==> config.mk <==
export PLATFORM = sky130hd
export DESIGN_NAME = capcmp_array
export DESIGN_NICKNAME = d
export VERILOG_FILES = /design/src/rtl/capcmp_pkg.sv /design/src/rtl/capcmp_ctrl.sv /design/src/rtl/capcmp_dpath.sv /design/src/rtl/capcmp_array.sv
export SDC_FILE = /design/constraint.sdc
export NUM_CORES = 1
export LEC_CHECK = 0
export BUFFER_PORTS_ARGS = -buffer_cell sky130_fd_sc_hd__clkbuf_2
export CORE_UTILIZATION = 40
export DETAILED_ROUTE_END_ITERATION = 8
export PLACE_DENSITY = 0.66
export SYNTH_ARGS = -nofsm -noshare
export SYNTH_HDL_FRONTEND = slang
export SYNTH_SLANG_ARGS = --single-unit
==> constraint.sdc <==
create_clock -name clk -period 7.1 [get_ports clk]
set_clock_uncertainty 0.1 [all_clocks]
set_input_delay 2.13 -clock clk [delete_from_list [all_inputs] [get_ports clk]]
set_output_delay 2.13 -clock clk [all_outputs]
set_load 0.1 [all_outputs]
==> src/rtl/capcmp_pkg.sv <==
package capcmp_pkg;
  localparam int CNT_W  = 16;
  localparam int BYTE_W = 8;
  localparam int MODE_W = 3;
  localparam int IDX_W  = 4;

  typedef enum logic [MODE_W-1:0] {
    MD_OFF      = 3'd0,
    MD_CAP_RISE = 3'd1,
    MD_CAP_FALL = 3'd2,
    MD_CAP_BOTH = 3'd3,
    MD_SWTIMER  = 3'd4,
    MD_TOGGLE   = 3'd5,
    MD_PWM      = 3'd6,
    MD_SPARE    = 3'd7
  } mode_e;

  // strobes from control to datapath, valid for one cycle
  typedef struct packed {
    logic              tick;
    logic              wrLo;
    logic              wrHi;
    logic              wrFlag;
    logic              wrOvf;
    logic [IDX_W-1:0]  modIdx;
    logic [BYTE_W-1:0] data;
  } strobe_t;
endpackage

==> src/rtl/capcmp_ctrl.sv <==
module capcmp_ctrl
  import capcmp_pkg::*;
#(
  parameter int NUM_MOD  = 5,
  parameter int ADDR_W   = 5,
  parameter int DIV_FAST = 6,
  parameter int DIV_SLOW = 12
) (
  input  logic                             clk,
  input  logic                             rstN,
  input  logic                             oscTick,
  input  logic                             t0Ovf,
  input  logic                             extCnt,
  input  logic [ADDR_W-1:0]                regAddr,
  input  logic                             regWr,
  input  logic [BYTE_W-1:0]                regWrData,
  input  logic [CNT_W-1:0]                 cntValue,
  input  logic                             cntOvf,
  input  logic [NUM_MOD-1:0]               modFlag,
  input  logic [NUM_MOD-1:0][CNT_W-1:0]    cmpValue,
  output logic [BYTE_W-1:0]                regRdData,
  output strobe_t                          stb,
  output logic                             runEn,
  output mode_e [NUM_MOD-1:0]              modeArr
);
  localparam int IDXW  = ADDR_W - 2;
  localparam int PRE_W = $clog2(DIV_SLOW);
  localparam logic [ADDR_W-1:0] A_CTRL = ADDR_W'(0);
  localparam logic [ADDR_W-1:0] A_CLO  = ADDR_W'(1);
  localparam logic [ADDR_W-1:0] A_CHI  = ADDR_W'(2);
  localparam logic [ADDR_W-1:0] A_FLAG = ADDR_W'(3);
  localparam logic [ADDR_W-1:0] A_MOD  = ADDR_W'(8);
  localparam logic [IDXW-1:0]   NMOD_L = IDXW'(NUM_MOD);
  localparam logic [PRE_W-1:0]  END_FAST = PRE_W'(DIV_FAST - 1);
  localparam logic [PRE_W-1:0]  END_SLOW = PRE_W'(DIV_SLOW - 1);

  logic [1:0]        srcSel;
  logic [ADDR_W-1:0] offs;
  logic [IDXW-1:0]   idx;
  logic [1:0]        sub;
  logic              idxOk;

  assign offs  = regAddr - A_MOD;
  assign idx   = offs[ADDR_W-1:2];
  assign sub   = offs[1:0];
  assign idxOk = (regAddr >= A_MOD) && (idx < NMOD_L);

  // configuration registers
  always_ff @(posedge clk or negedge rstN) begin
    if (!rstN) begin
      runEn   <= 1'b0;
      srcSel  <= 2'd0;
      modeArr <= '{default: MD_OFF};
    end else if (regWr) begin
      if (regAddr == A_CTRL) begin
        runEn  <= regWrData[0];
        srcSel <= regWrData[2:1];
      end
      if (idxOk && sub == 2'd0) modeArr[idx] <= mode_e'(regWrData[MODE_W-1:0]);
    end
  end

  // count source: prescaler and external pin synchroniser
  logic [PRE_W-1:0] pre;
  logic [PRE_W-1:0] preEnd;
  logic             preHit;
  logic             extS1, extS2, extPrev;
  logic             rawTick;

  assign preEnd = (srcSel == 2'd0) ? END_FAST : END_SLOW;
  assign preHit = oscTick && (pre == preEnd);

  always_ff @(posedge clk or negedge rstN) begin
    if (!rstN) begin
      pre     <= '0;
      extS1   <= 1'b0;
      extS2   <= 1'b0;
      extPrev <= 1'b0;
    end else begin
      extS1   <= extCnt;
      extS2   <= extS1;
      extPrev <= extS2;
      if (oscTick) pre <= (pre >= preEnd) ? '0 : pre + 1'b1;
    end
  end

  always_comb begin
    unique case (srcSel)
      2'd0, 2'd1: rawTick = preHit;
      2'd2:       rawTick = t0Ovf;
      default:    rawTick = extS2 && !extPrev;
    endcase
  end

  assign stb.tick   = runEn && rawTick;
  assign stb.wrLo   = regWr && idxOk && (sub == 2'd1);
  assign stb.wrHi   = regWr && idxOk && (sub == 2'd2);
  assign stb.wrFlag = regWr && (regAddr == A_FLAG);
  assign stb.wrOvf  = regWr && (regAddr == A_CTRL);
  assign stb.modIdx = IDX_W'(idx);
  assign stb.data   = regWrData;

  // read mux
  always_comb begin
    regRdData = '0;
    if (regAddr == A_CTRL)      regRdData = {4'b0, cntOvf, srcSel, runEn};
    else if (regAddr == A_CLO)  regRdData = cntValue[BYTE_W-1:0];
    else if (regAddr == A_CHI)  regRdData = cntValue[CNT_W-1:BYTE_W];
    else if (regAddr == A_FLAG) regRdData = BYTE_W'(modFlag);
    else if (idxOk) begin
      case (sub)
        2'd0:    regRdData = {{(BYTE_W-MODE_W){1'b0}}, modeArr[idx]};
        2'd1:    regRdData = cmpValue[idx][BYTE_W-1:0];
        2'd2:    regRdData = cmpValue[idx][CNT_W-1:BYTE_W];
        default: regRdData = '0;
      endcase
    end
  end
endmodule

==> src/rtl/capcmp_dpath.sv <==
module capcmp_dpath
  import capcmp_pkg::*;
#(
  parameter int NUM_MOD = 5
) (
  input  logic                          clk,
  input  logic                          rstN,
  input  strobe_t                       stb,
  input  mode_e [NUM_MOD-1:0]           modeArr,
  input  logic [NUM_MOD-1:0]            modPinIn,
  output logic [CNT_W-1:0]              cntValue,
  output logic                          cntOvf,
  output logic [NUM_MOD-1:0][CNT_W-1:0] cmpValue,
  output logic [NUM_MOD-1:0]            modFlag,
  output logic [NUM_MOD-1:0]            modPinOut
);
  logic lowWrap;
  assign lowWrap = stb.tick && (cntValue[BYTE_W-1:0] == '1);

  always_ff @(posedge clk or negedge rstN) begin
    if (!rstN) begin
      cntValue <= '0;
      cntOvf   <= 1'b0;
    end else begin
      if (stb.tick) cntValue <= cntValue + 1'b1;
      if (stb.tick && cntValue == '1)     cntOvf <= 1'b1;
      else if (stb.wrOvf && !stb.data[3]) cntOvf <= 1'b0;
    end
  end

  for (genvar g = 0; g < NUM_MOD; g++) begin : g_mod
    logic              s1, s2, prev;
    logic              rise, fall, capHit, cmpHit, evHit, sel;
    logic [CNT_W-1:0]  cmpReg;
    logic              flagReg, togReg;
    logic [BYTE_W-1:0] duty;
    mode_e             md;

    assign md     = modeArr[g];
    assign rise   = s2 && !prev;
    assign fall   = !s2 && prev;
    assign capHit = (md == MD_CAP_RISE && rise) || (md == MD_CAP_FALL && fall) ||
                    (md == MD_CAP_BOTH && (rise || fall));
    assign cmpHit = stb.tick && (cntValue == cmpReg);
    assign evHit  = capHit || (cmpHit && (md == MD_SWTIMER || md == MD_TOGGLE));
    assign sel    = (stb.modIdx == IDX_W'(g));

    always_ff @(posedge clk or negedge rstN) begin
      if (!rstN) begin
        s1      <= 1'b0;
        s2      <= 1'b0;
        prev    <= 1'b0;
        cmpReg  <= '0;
        flagReg <= 1'b0;
        togReg  <= 1'b0;
        duty    <= '0;
      end else begin
        s1   <= modPinIn[g];
        s2   <= s1;
        prev <= s2;
        if (capHit) cmpReg <= cntValue;
        else begin
          if (stb.wrLo && sel) cmpReg[BYTE_W-1:0]     <= stb.data;
          if (stb.wrHi && sel) cmpReg[CNT_W-1:BYTE_W] <= stb.data;
        end
        if (evHit) flagReg <= 1'b1;
        else if (stb.wrFlag && !stb.data[g]) flagReg <= 1'b0;
        if (cmpHit && md == MD_TOGGLE) togReg <= !togReg;
        if (lowWrap) duty <= cmpReg[CNT_W-1:BYTE_W];
      end
    end

    assign cmpValue[g]  = cmpReg;
    assign modFlag[g]   = flagReg;
    assign modPinOut[g] = (md == MD_PWM) ? (cntValue[BYTE_W-1:0] >= duty) : togReg;
  end
endmodule

==> src/rtl/capcmp_array.sv <==
module capcmp_array
  import capcmp_pkg::*;
#(
  parameter int NUM_MOD  = 5,
  parameter int ADDR_W   = 5,
  parameter int DIV_FAST = 6,
  parameter int DIV_SLOW = 12
) (
  input  logic               clk,
  input  logic               rstN,
  input  logic               oscTick,
  input  logic               t0Ovf,
  input  logic               extCnt,
  input  logic [NUM_MOD-1:0] modPinIn,
  input  logic [ADDR_W-1:0]  regAddr,
  input  logic               regWr,
  input  logic [7:0]         regWrData,
  output logic [7:0]         regRdData,
  output logic [NUM_MOD-1:0] modPinOut,
  output logic [15:0]        cntValue,
  output logic [NUM_MOD-1:0] modFlag,
  output logic               cntOvf
);
  strobe_t                       stb;
  logic                          runEn;
  mode_e [NUM_MOD-1:0]           modeArr;
  logic [NUM_MOD-1:0][CNT_W-1:0] cmpValue;

  capcmp_ctrl #(
    .NUM_MOD(NUM_MOD), .ADDR_W(ADDR_W), .DIV_FAST(DIV_FAST), .DIV_SLOW(DIV_SLOW)
  ) u_ctrl (
    .clk(clk), .rstN(rstN), .oscTick(oscTick), .t0Ovf(t0Ovf), .extCnt(extCnt),
    .regAddr(regAddr), .regWr(regWr), .regWrData(regWrData),
    .cntValue(cntValue), .cntOvf(cntOvf), .modFlag(modFlag), .cmpValue(cmpValue),
    .regRdData(regRdData), .stb(stb), .runEn(runEn), .modeArr(modeArr)
  );

  capcmp_dpath #(.NUM_MOD(NUM_MOD)) u_dpath (
    .clk(clk), .rstN(rstN), .stb(stb), .modeArr(modeArr), .modPinIn(modPinIn),
    .cntValue(cntValue), .cntOvf(cntOvf), .cmpValue(cmpValue),
    .modFlag(modFlag), .modPinOut(modPinOut)
  );
endmodule

==> results of run 1 <==
cells by family after synthesis:
logic type / share of synthesized area (%)
compound gates: 11.1
fa+ha+maj: 6.27
mux: 18.0
xor+xnor: 7.43
buf+inv: 5.44
simple gates: 12.1
flops: 39.7
layer usage:
layer  global-route usage (%)  vias up  wire length [um]
li1                         -     4095                 -
met1                     36.5     4544             17000
met2                     37.7      343             16400
met3                     3.99       66              2510
met4                     9.87        0              1220
met5                        0        -                 0
sequential cells by signal (all words and copies together), names as in the netlist:
name and count:
u_ctrl.runEn 1, u_dpath.g_mod.s2 5, u_ctrl.extPrev 1, u_dpath.g_mod.cmpReg 80, u_ctrl.srcSel 2, u_dpath.cntOvf 1, u_ctrl.extS2 1, u_dpath.g_mod.prev 5
u_dpath.g_mod.duty 40, u_ctrl.pre 4, u_dpath.g_mod.togReg 5, u_ctrl.modeArr 15, u_dpath.cntValue 16, u_dpath.g_mod.s1 5, u_dpath.g_mod.flagReg 5, u_ctrl.extS1 1
final cells by class:
cell class / count / area, um^2 / share of cell area [%]
well taps: 384 / 480 / 3.67
multi-input cells: 816 / 6510 / 49.7
repair buffers: 89 / 664 / 5.08
flip-flops and latches: 187 / 4680 / 35.8
inverters: 54 / 203 / 1.55
clock buffers: 19 / 443 / 3.39
clock inverters: 12 / 105 / 0.803
layout by cell type (no fill, tap or decap), drive strengths merged, types with 5 or more instances in the layout:
master / n
dfrtp: 187
mux2i: 118
nand2: 118
o21ai: 101
xor2: 71
clkbuf: 69
inv: 60
mux2: 60
ha: 59
buf: 39
a21oi: 33
xnor2: 29
nor4: 29
nand3: 21
nand2b: 18
o22ai: 18
nand3b: 15
nor2: 13
a21o: 13
nand4: 8
a211oi: 7
nor2b: 6
nor3: 6
a2111oi: 6
mux4: 5
or4: 5
o2111ai: 5
o211ai: 5
power by group through the flow:
stage          Sequential [uW]  Clock, uW  Combinational, uW
5_1_grt                   1610        980               1300
3_5_place_dp              1600          0               1180
6_report                  1600        926               1190
3_3_place_gp              1600          0               1160
4_1_cts                   1590        935               1190
2_1_floorplan             1510          0                846
worst max-delay path by stage:
| stage | startpoint | endpoint | depth (start not counted) |
|---|---|---|---|
| after floorplan | regAddr[3] | regRdData[7] | 10 |
| after global placement | regAddr[4] | regRdData[2] | 9 |
| final | regAddr[4] | regRdData[2] | 9 |
| after detailed placement | regAddr[4] | regRdData[2] | 9 |
| after global routing | regAddr[4] | regRdData[2] | 9 |
| after CTS | regAddr[4] | regRdData[2] | 9 |
worst reg2reg max path, stage by stage (launching register included):
cell and delay (ns):
dfrtp_1 0.44, or2_2 0.33, ha_1 0.30, and4b_1 0.21, nand3_2 0.16, a21oi_2 0.18, buf_4 0.20, nand3_4 0.67
mux2_4 0.57
synth_stat cells, drive strengths merged, types with 21 or more instances:
master and count:
a21oi 33, buf 40, clkbuf 50, dfrtp 187, ha 59, inv 54
mux2 60, mux2i 118, nand2 118, nand3 21, nor4 29, o21ai 101
xnor2 29, xor2 71
metrics by stage:
stage | hold WS [ns] | util [%] | worst slack (ns) | std cells | area, um^2
2_1_floorplan | 0.231 | - | -0.000433 | 1147 | 11800
3_3_place_gp | 0.234 | 43.4 | 0.608 | 1530 | 12500
3_5_place_dp | 0.235 | 43.4 | 0.517 | 1530 | 12500
4_1_cts | 0.251 | 45.3 | 0.509 | 1561 | 13100
5_1_grt | 0.256 | 45.3 | 0.308 | 1561 | 13100
6_report | 0.250 | 45.3 | 0.489 | 1561 | 13100
==> metrics.md, run 1 <==
| Metric | Value |
|---|---|
| Sw power | `between 1500 and 2000 uW` |
| Yosys top cell by area | `dfrtp_1` |
| Inserted Diodes | `0` |
| Worst slew margin | `17.9%` |
| Starting Density | `40.8%` |
| Cell Rows | `62` |
| Vias | `9048` |
| Core area | `28900 um^2` |
| Power per standard cell area | `284 nW/um^2` |
| Synthesized flop and latch total | `187` |
| Post-CTS Setup Bufs | `0` |
| I/O Pins | `59` |
| Post-Route WL | `37100 um` |
| WP buf/inv | `4` |
| Nets@finish | `between 1000 and 1500` |
| Initial antenna violation count | `0` |
| Largest delay share family, worst path | `compound AO/OA/AOI/OAI gates` |
| Tot Pwr | `3720 uW` |
| Power share of the sequential group | `a little over two fifths` |
| Worst Hold End | `u_dpath.g_mod[0].s2` |
| Final Slew Violations | `0` |
| RR Startpoint | `u_ctrl.srcSel[1]` |
| Gate Count Post-Synth | `1147` |
| Kind of critical path | `input port to output port` |
| Synth Flop Type | `dfrtp_1` |
| Clock sink total | `187` |
| Global route total overflow | `0` |
| Maximum vdd drop | `0.131 mV` |
| CP max FO | `13` |
| Synth top area share | `about two fifths` |
| Synthesized area | `roughly 12000 um^2` |
| Achievable frequency | `151 MHz` |
| Endpoints failing hold | `0` |
| Synth area leaders | `dfrtp_1 40%, mux2i_1 10%, ha_1 6.3%` |
| Mapped Avg Cell Area | `10.3 um^2` |
| Die Height | `~170 um` |
| Switch share | `41.4%` |
| Crit. End Element | `output port` |
| Hold Crit Class | `flip-flop to flip-flop` |
| Worst-Margin Slew | `1.23 ns` |
| DRC violations left | `0` |
| Reg clk slew, reported paths | `0.07 ns` |
| Area grow syn2layout | `11.0%` |
| Critical-path top delay cell | `ha_1` |
| Status | `finished, final reports clean` |
| Vias in the first global route | `8780` |
| # setup viols final | `0` |
| Share of cells above drive strength 1 | `around 18%` |
| FF-to-FF setup slack | `between 3 and 4 ns` |
| Crit-path max cell delay | `0.49 ns` |
| Post-DP HPWL | `26400 um` |
| Largest net degree at the start of global routing | `73` |
| Crit path required time | `4.87 ns` |
| Combinational share of power | `32.1%` |
| Setup TNS | `0 ns` |
| CTS tree | `built` |
| YS warnings | `0` |
| Static Leak | `~0.0064 uW` |
| Clock power share | `around a quarter` |
| Post-synth EDFFs | `0` |
| Pint | `2180 uW` |
| CTS max path bufs | `2` |
| FFs w/ async S/R, synth | `100%` |
| DIE AREA | `30100 um^2` |
| PostCTS Resize Cnt | `0` |
| Num CTS Buffers | `17` |
| Die X | `about 170 um` |
| Number of max-cap violations | `0` |
| Reg2reg path depth | `8` |
| Hold Path Depth | `0` |
| DR WL/cell | `23.8 um` |
| CTS root buf | `clkbuf_16` |
| Final Critical Period | `6.61 ns` |
| Fillers | `2717` |
| FF-to-FF End | `u_dpath.g_mod[3].duty[3]` |
| Vias per inst | `between 5 and 6` |
| Unique cell type count in the Yosys netlist | `62` |
| Total GRT Usage | `25.2%` |
| H-tree levels | `4` |
| DRT Pass-1 Iters | `5` |
| Gpl congestion | `~0.95` |
| Data arrival time of the critical path | `4.38 ns` |
| Insertion delay to the later sink of the worst-skew pair | `0.45 ns` |
| Buffers on Ports | `58` |
| Post-synth net total | `1230` |
| Final Cycle Share | `93.1%` |
| Post-DRT Antenna Nets | `0` |
| First-pass GRT wire length | `about 57000 um` |
| Initial drt markers | `960` |
| Register area share after synthesis | `between 30% and 40%` |
| Crit path cell chain | `clkbuf_2 -> inv_1 -> ha_1 -> buf_4 -> nor3_1 -> a2111oi_0 -> nand2_1 -> a32o_1 -> buf_12` |
| RSZ-0062 raised after global routing | `false` |
| Cts hold-fix bufs | `0` |
| Hold path start | `u_dpath.g_mod[0].s1` |
| CP startpoint kind | `input port` |
(Power assumes the default switching activity.)
==> inputs of run 2 (changes only) <==
--- a/config.mk
+++ b/config.mk
@@ -5,6 +5,7 @@
 export SDC_FILE = /design/constraint.sdc
 export NUM_CORES = 1
 export LEC_CHECK = 0
+export ABC_AREA = 1
 export BUFFER_PORTS_ARGS = -buffer_cell sky130_fd_sc_hd__clkbuf_2
 export CORE_UTILIZATION = 40
 export DETAILED_ROUTE_END_ITERATION = 8
==> run 2 against run 1 <==
Net effect: worst setup slack better by 0.018 ns; critical endpoint is now regRdData[5]; non-clock buffer count is 7 lower; cell area is 1.3% lower; die area is 2.1% lower; sequential cell count stayed put; clock power is 7.1% higher; total power is 13% higher; cell count is 24% higher; combinational power is 30% higher; core utilization is 0.62 points higher; critical path type unchanged.
==> metrics.md, run 2 <==
| Metric | Value |
|---|---|
| Status | `finished, final reports clean` |
| DR WL/cell | `20.6 um (-13%)` |
| CTS root buf | `clkbuf_16` |
| RSZ-0062 raised after global routing | `false` |
| Crit path required time | `4.87 ns (about the same)` |
| Main combinational cell family by area after synthesis | `simple AND/OR/NAND/NOR gates` |
| Final Slew Violations | `0 (unchanged)` |
| Worst slew margin | `19.4% (+1.5 points)` |
| Inserted Diodes | `0 (unchanged)` |
| Synthesized area | `11500 um^2 (-2.1%)` |
| FFs w/ async S/R, synth | `100% (unchanged)` |
| Cts hold-fix bufs | `0 (unchanged)` |
| YS warnings | `0 (unchanged)` |
| DIE AREA | `29500 um^2 (-2.1%)` |
| Data arrival time of the critical path | `4.36 ns (-0.02 ns)` |
| Number of max-cap violations | `0 (unchanged)` |
| PostCTS Resize Cnt | `0 (unchanged)` |
| Crit path cell chain | `clkbuf_2 -> buf_4 -> nand2_1 -> o22ai_1 -> o21ai_0 -> o21ai_0 -> nand2_1 -> nand2_1 -> nand3_1 -> a21oi_2 -> buf_12` |
| Buffers on Ports | `58 (unchanged)` |
| Post-synth top cells | `459 x nand2_1, 187 x dfrtp_1, 182 x inv_1` |
| Power per standard cell area | `325 nW/um^2 (+14%)` |
| Crit. End Element | `output port` |
| Largest net degree at the start of global routing | `91 (+25%)` |
| FF-to-FF setup slack | `3.88 ns (+0.06 ns)` |
| Post-DP HPWL | `29600 um (+12%)` |
| Synthesized flop and latch total | `187 (unchanged)` |
| Most frequent cells in the layout | `458 x nand2_1, 187 x dfrtp_1, 182 x inv_1` |
| Largest registers | `u_dpath.g_mod.cmpReg: 80 flops, u_dpath.g_mod.duty: 40 flops, u_dpath.cntValue: 16 flops` |
| Register area share after synthesis | `40.6% (+0.86 points)` |
| Yosys top cell by area | `dfrtp_1` |
| Achievable frequency | `152 MHz (+0.28%)` |
| Gpl congestion | `0.985 (+4.1%)` |
| DRC violations left | `0 (unchanged)` |
| Post-synth EDFFs | `0 (unchanged)` |
| Worst Setup SP | `regAddr[2]` |
| Worst-Margin Slew | `1.20 ns (-0.0270 ns)` |
| Cell Rows | `61 (-1.6%)` |
| Hold Crit Class | `flip-flop to flip-flop` |
| CTS tree | `built` |
| Reg2reg path depth | `8 (unchanged)` |
| Post-Synth XOR/XNOR Area | `4.56% (-2.9 points)` |
| Commonest non-fill, non-tap cell in the layout | `nand2_1` |
| Vias | `10800 (+20%)` |
| Kind of critical path | `input port to output port` |
| Count leader, synth | `nand2_1` |
| Vias per inst | `5.61 (-3.2%)` |
| Global route total overflow | `0 (unchanged)` |
| Gate Count Post-Synth | `1502 (+31%)` |
| Setup TNS | `0 ns (unchanged)` |
| Unique cell type count in the Yosys netlist | `45 (-27%)` |
| Sw power | `1830 uW (+19%)` |
| Static Leak | `0.00625 uW (-2.5%)` |
| Num CTS Buffers | `17 (unchanged)` |
| Synth Flop Type | `dfrtp_1` |
| Post-DRT Antenna Nets | `0 (unchanged)` |
| Final Cycle Share | `92.9% (-0.26 points)` |
| Combinational share of power | `36.9% (+4.8 points)` |
| Max FFs per register | `80 (unchanged)` |
| Synth area leaders | `dfrtp_1 41%, nand2_1 15%, ha_1 6.4%` |
| Die Height | `172 um (-1.1%)` |
| DRT Pass-1 Iters | `6 (+1)` |
| Synth Area in Compound Gates | `15.0% (+3.9 points)` |
| Clock sink total | `187 (unchanged)` |
| Hold path start | `u_dpath.g_mod[0].s1` |
| Post-Synth Simple-Gate Area | `24.2% (+12 points)` |
| Initial drt markers | `1149 (+20%)` |
| Mapped Avg Cell Area | `7.68 um^2 (-25%)` |
| Nets@finish | `1624 (+30%)` |
| Core area | `28100 um^2 (-2.7%)` |
| Starting Density | `41.1% (+0.23 points)` |
| Critical-path top delay cell | `o22ai_1` |
| Post-CTS Setup Bufs | `0 (unchanged)` |
| Largest Register | `u_dpath.g_mod.cmpReg` |
| H-tree levels | `4 (unchanged)` |
| Initial antenna violation count | `1 (+1)` |
| Pint | `2370 uW (+9.0%)` |
| FF-to-FF End | `u_dpath.g_mod[2].cmpReg[3]` |
| Most common cell on crit path | `nand2_1` |
| Endpoints failing hold | `0 (unchanged)` |
| I/O Pins | `59 (unchanged)` |
| Mux share of post-synthesis cell area | `0.391% (-18 points)` |
| Final Critical Period | `6.59 ns (-0.0183 ns)` |
| Synth top area share | `40.6% (+0.86 points)` |
| Reg clk slew, reported paths | `0.07 ns (about the same)` |
| Post-synth net total | `1585 (+29%)` |
| CTS max path bufs | `2 (unchanged)` |
| CP max FO | `17 (+4)` |
| CP startpoint kind | `input port` |
| Maximum vdd drop | `0.152 mV (+16%)` |
| # setup viols final | `0 (unchanged)` |
| Area grow syn2layout | `11.9%` |
| Total GRT Usage | `27.9% (+2.6 points)` |
| Power share of the sequential group | `39.5% (-3.5 points)` |
| Adder-Cell Fraction of Synth Area | `6.40% (+0.14 points)` |
| Vias in the first global route | `10100 (+15%)` |
| First-pass GRT wire length | `59900 um (+6.0%)` |
| Die X | `172 um (-1.1%)` |
| Crit-path max cell delay | `0.39 ns (-0.10 ns)` |
| RR Startpoint | `u_dpath.g_mod[2].s2` |
| Share of cells above drive strength 1 | `9.72% (-8.1 points)` |
| Clock power share | `23.6% (-1.3 points)` |
| Tightest hold margin | `0.250 ns (+0.000591 ns)` |
| Switch share | `43.5% (+2.1 points)` |
| Insertion delay to the later sink of the worst-skew pair | `0.45 ns (about the same)` |
| Post-Route WL | `39800 um (+7.3%)` |
| CP endpoint | `regRdData[5]` |
## run 2: power by group through the flow
stage | Clock, uW | Combinational [uW] | Sequential (uW)
finish | 992 | 1550 | 1660
floorplan | 0 | 1050 | 1610
detailed placement | 0 | 1520 | 1660
CTS | 1010 | 1530 | 1640
global route | 1040 | 1710 | 1690
global placement | 0 | 1510 | 1660
## run 2: cell families (layout without fill, tap and decap cells)
logic type | Yosys count | after routing
flip-flops | 187 | 187
buffers and inverters | 256 | 308
multiplexers | 4 | 4
AND/OR/NAND/NOR | 669 | 669
adder cells (fa/ha/maj) | 59 | 59
AO/OA/AOI/OAI | 267 | 267
XOR/XNOR | 60 | 60
## run 2: worst min path at each step
stage	to	slack [ns]	cells past startpoint
finish	u_dpath.g_mod[0].s2	0.25	0
global route	u_ctrl.extS2	0.26	0
CTS	u_dpath.g_mod[0].s2	0.25	0
detailed placement	u_dpath.g_mod[0].s2	0.24	0
global placement	u_dpath.g_mod[2].s2	0.23	0
floorplan	u_ctrl.extS2	0.23	0
## run 2: layout make-up
class | count | area [um^2]
Multi-Input combinational cell | 1059 | 5840
Clock inverter | 13 | 154
Sequential cell | 187 | 4680
Tap cell | 378 | 473
Clock buffer | 19 | 433
Fill cell | 2887 | 15200
Timing Repair Buffer | 82 | 599
Inverter | 194 | 728
## run 2: per-layer routing
| metal | wire length [um] | GRT usage [%] | part of all wire [%] |
|---|---|---|---|
| met5 | 0 | 0 | 0 |
| met4 | 1760 | 12.5 | 4.4 |
| met3 | 3500 | 4.81 | 8.8 |
| met2 | 17500 | 43.0 | 44 |
| met1 | 17000 | 38.2 | 43 |
## run 2: metrics by stage
stage	cells	total power [uW]	setup slack (ns)	utilization, %	instance area, um^2
final	1932	4200	0.508	46.0	12900
after global routing	1932	4440	0.402	46.0	12900
after CTS	1932	4190	0.572	46.0	12900
after detailed placement	1900	3190	0.573	43.9	12300
after global placement	1900	3170	0.642	43.9	12300
after floorplan	1502	2660	0.0170	-	11500
## run 2: worst max-delay path: cells and delay by family
family | cells | cell delay (ns)
compound gates | 4 | 0.93
buf+inv | 3 | 0.76
simple gates | 4 | 0.52
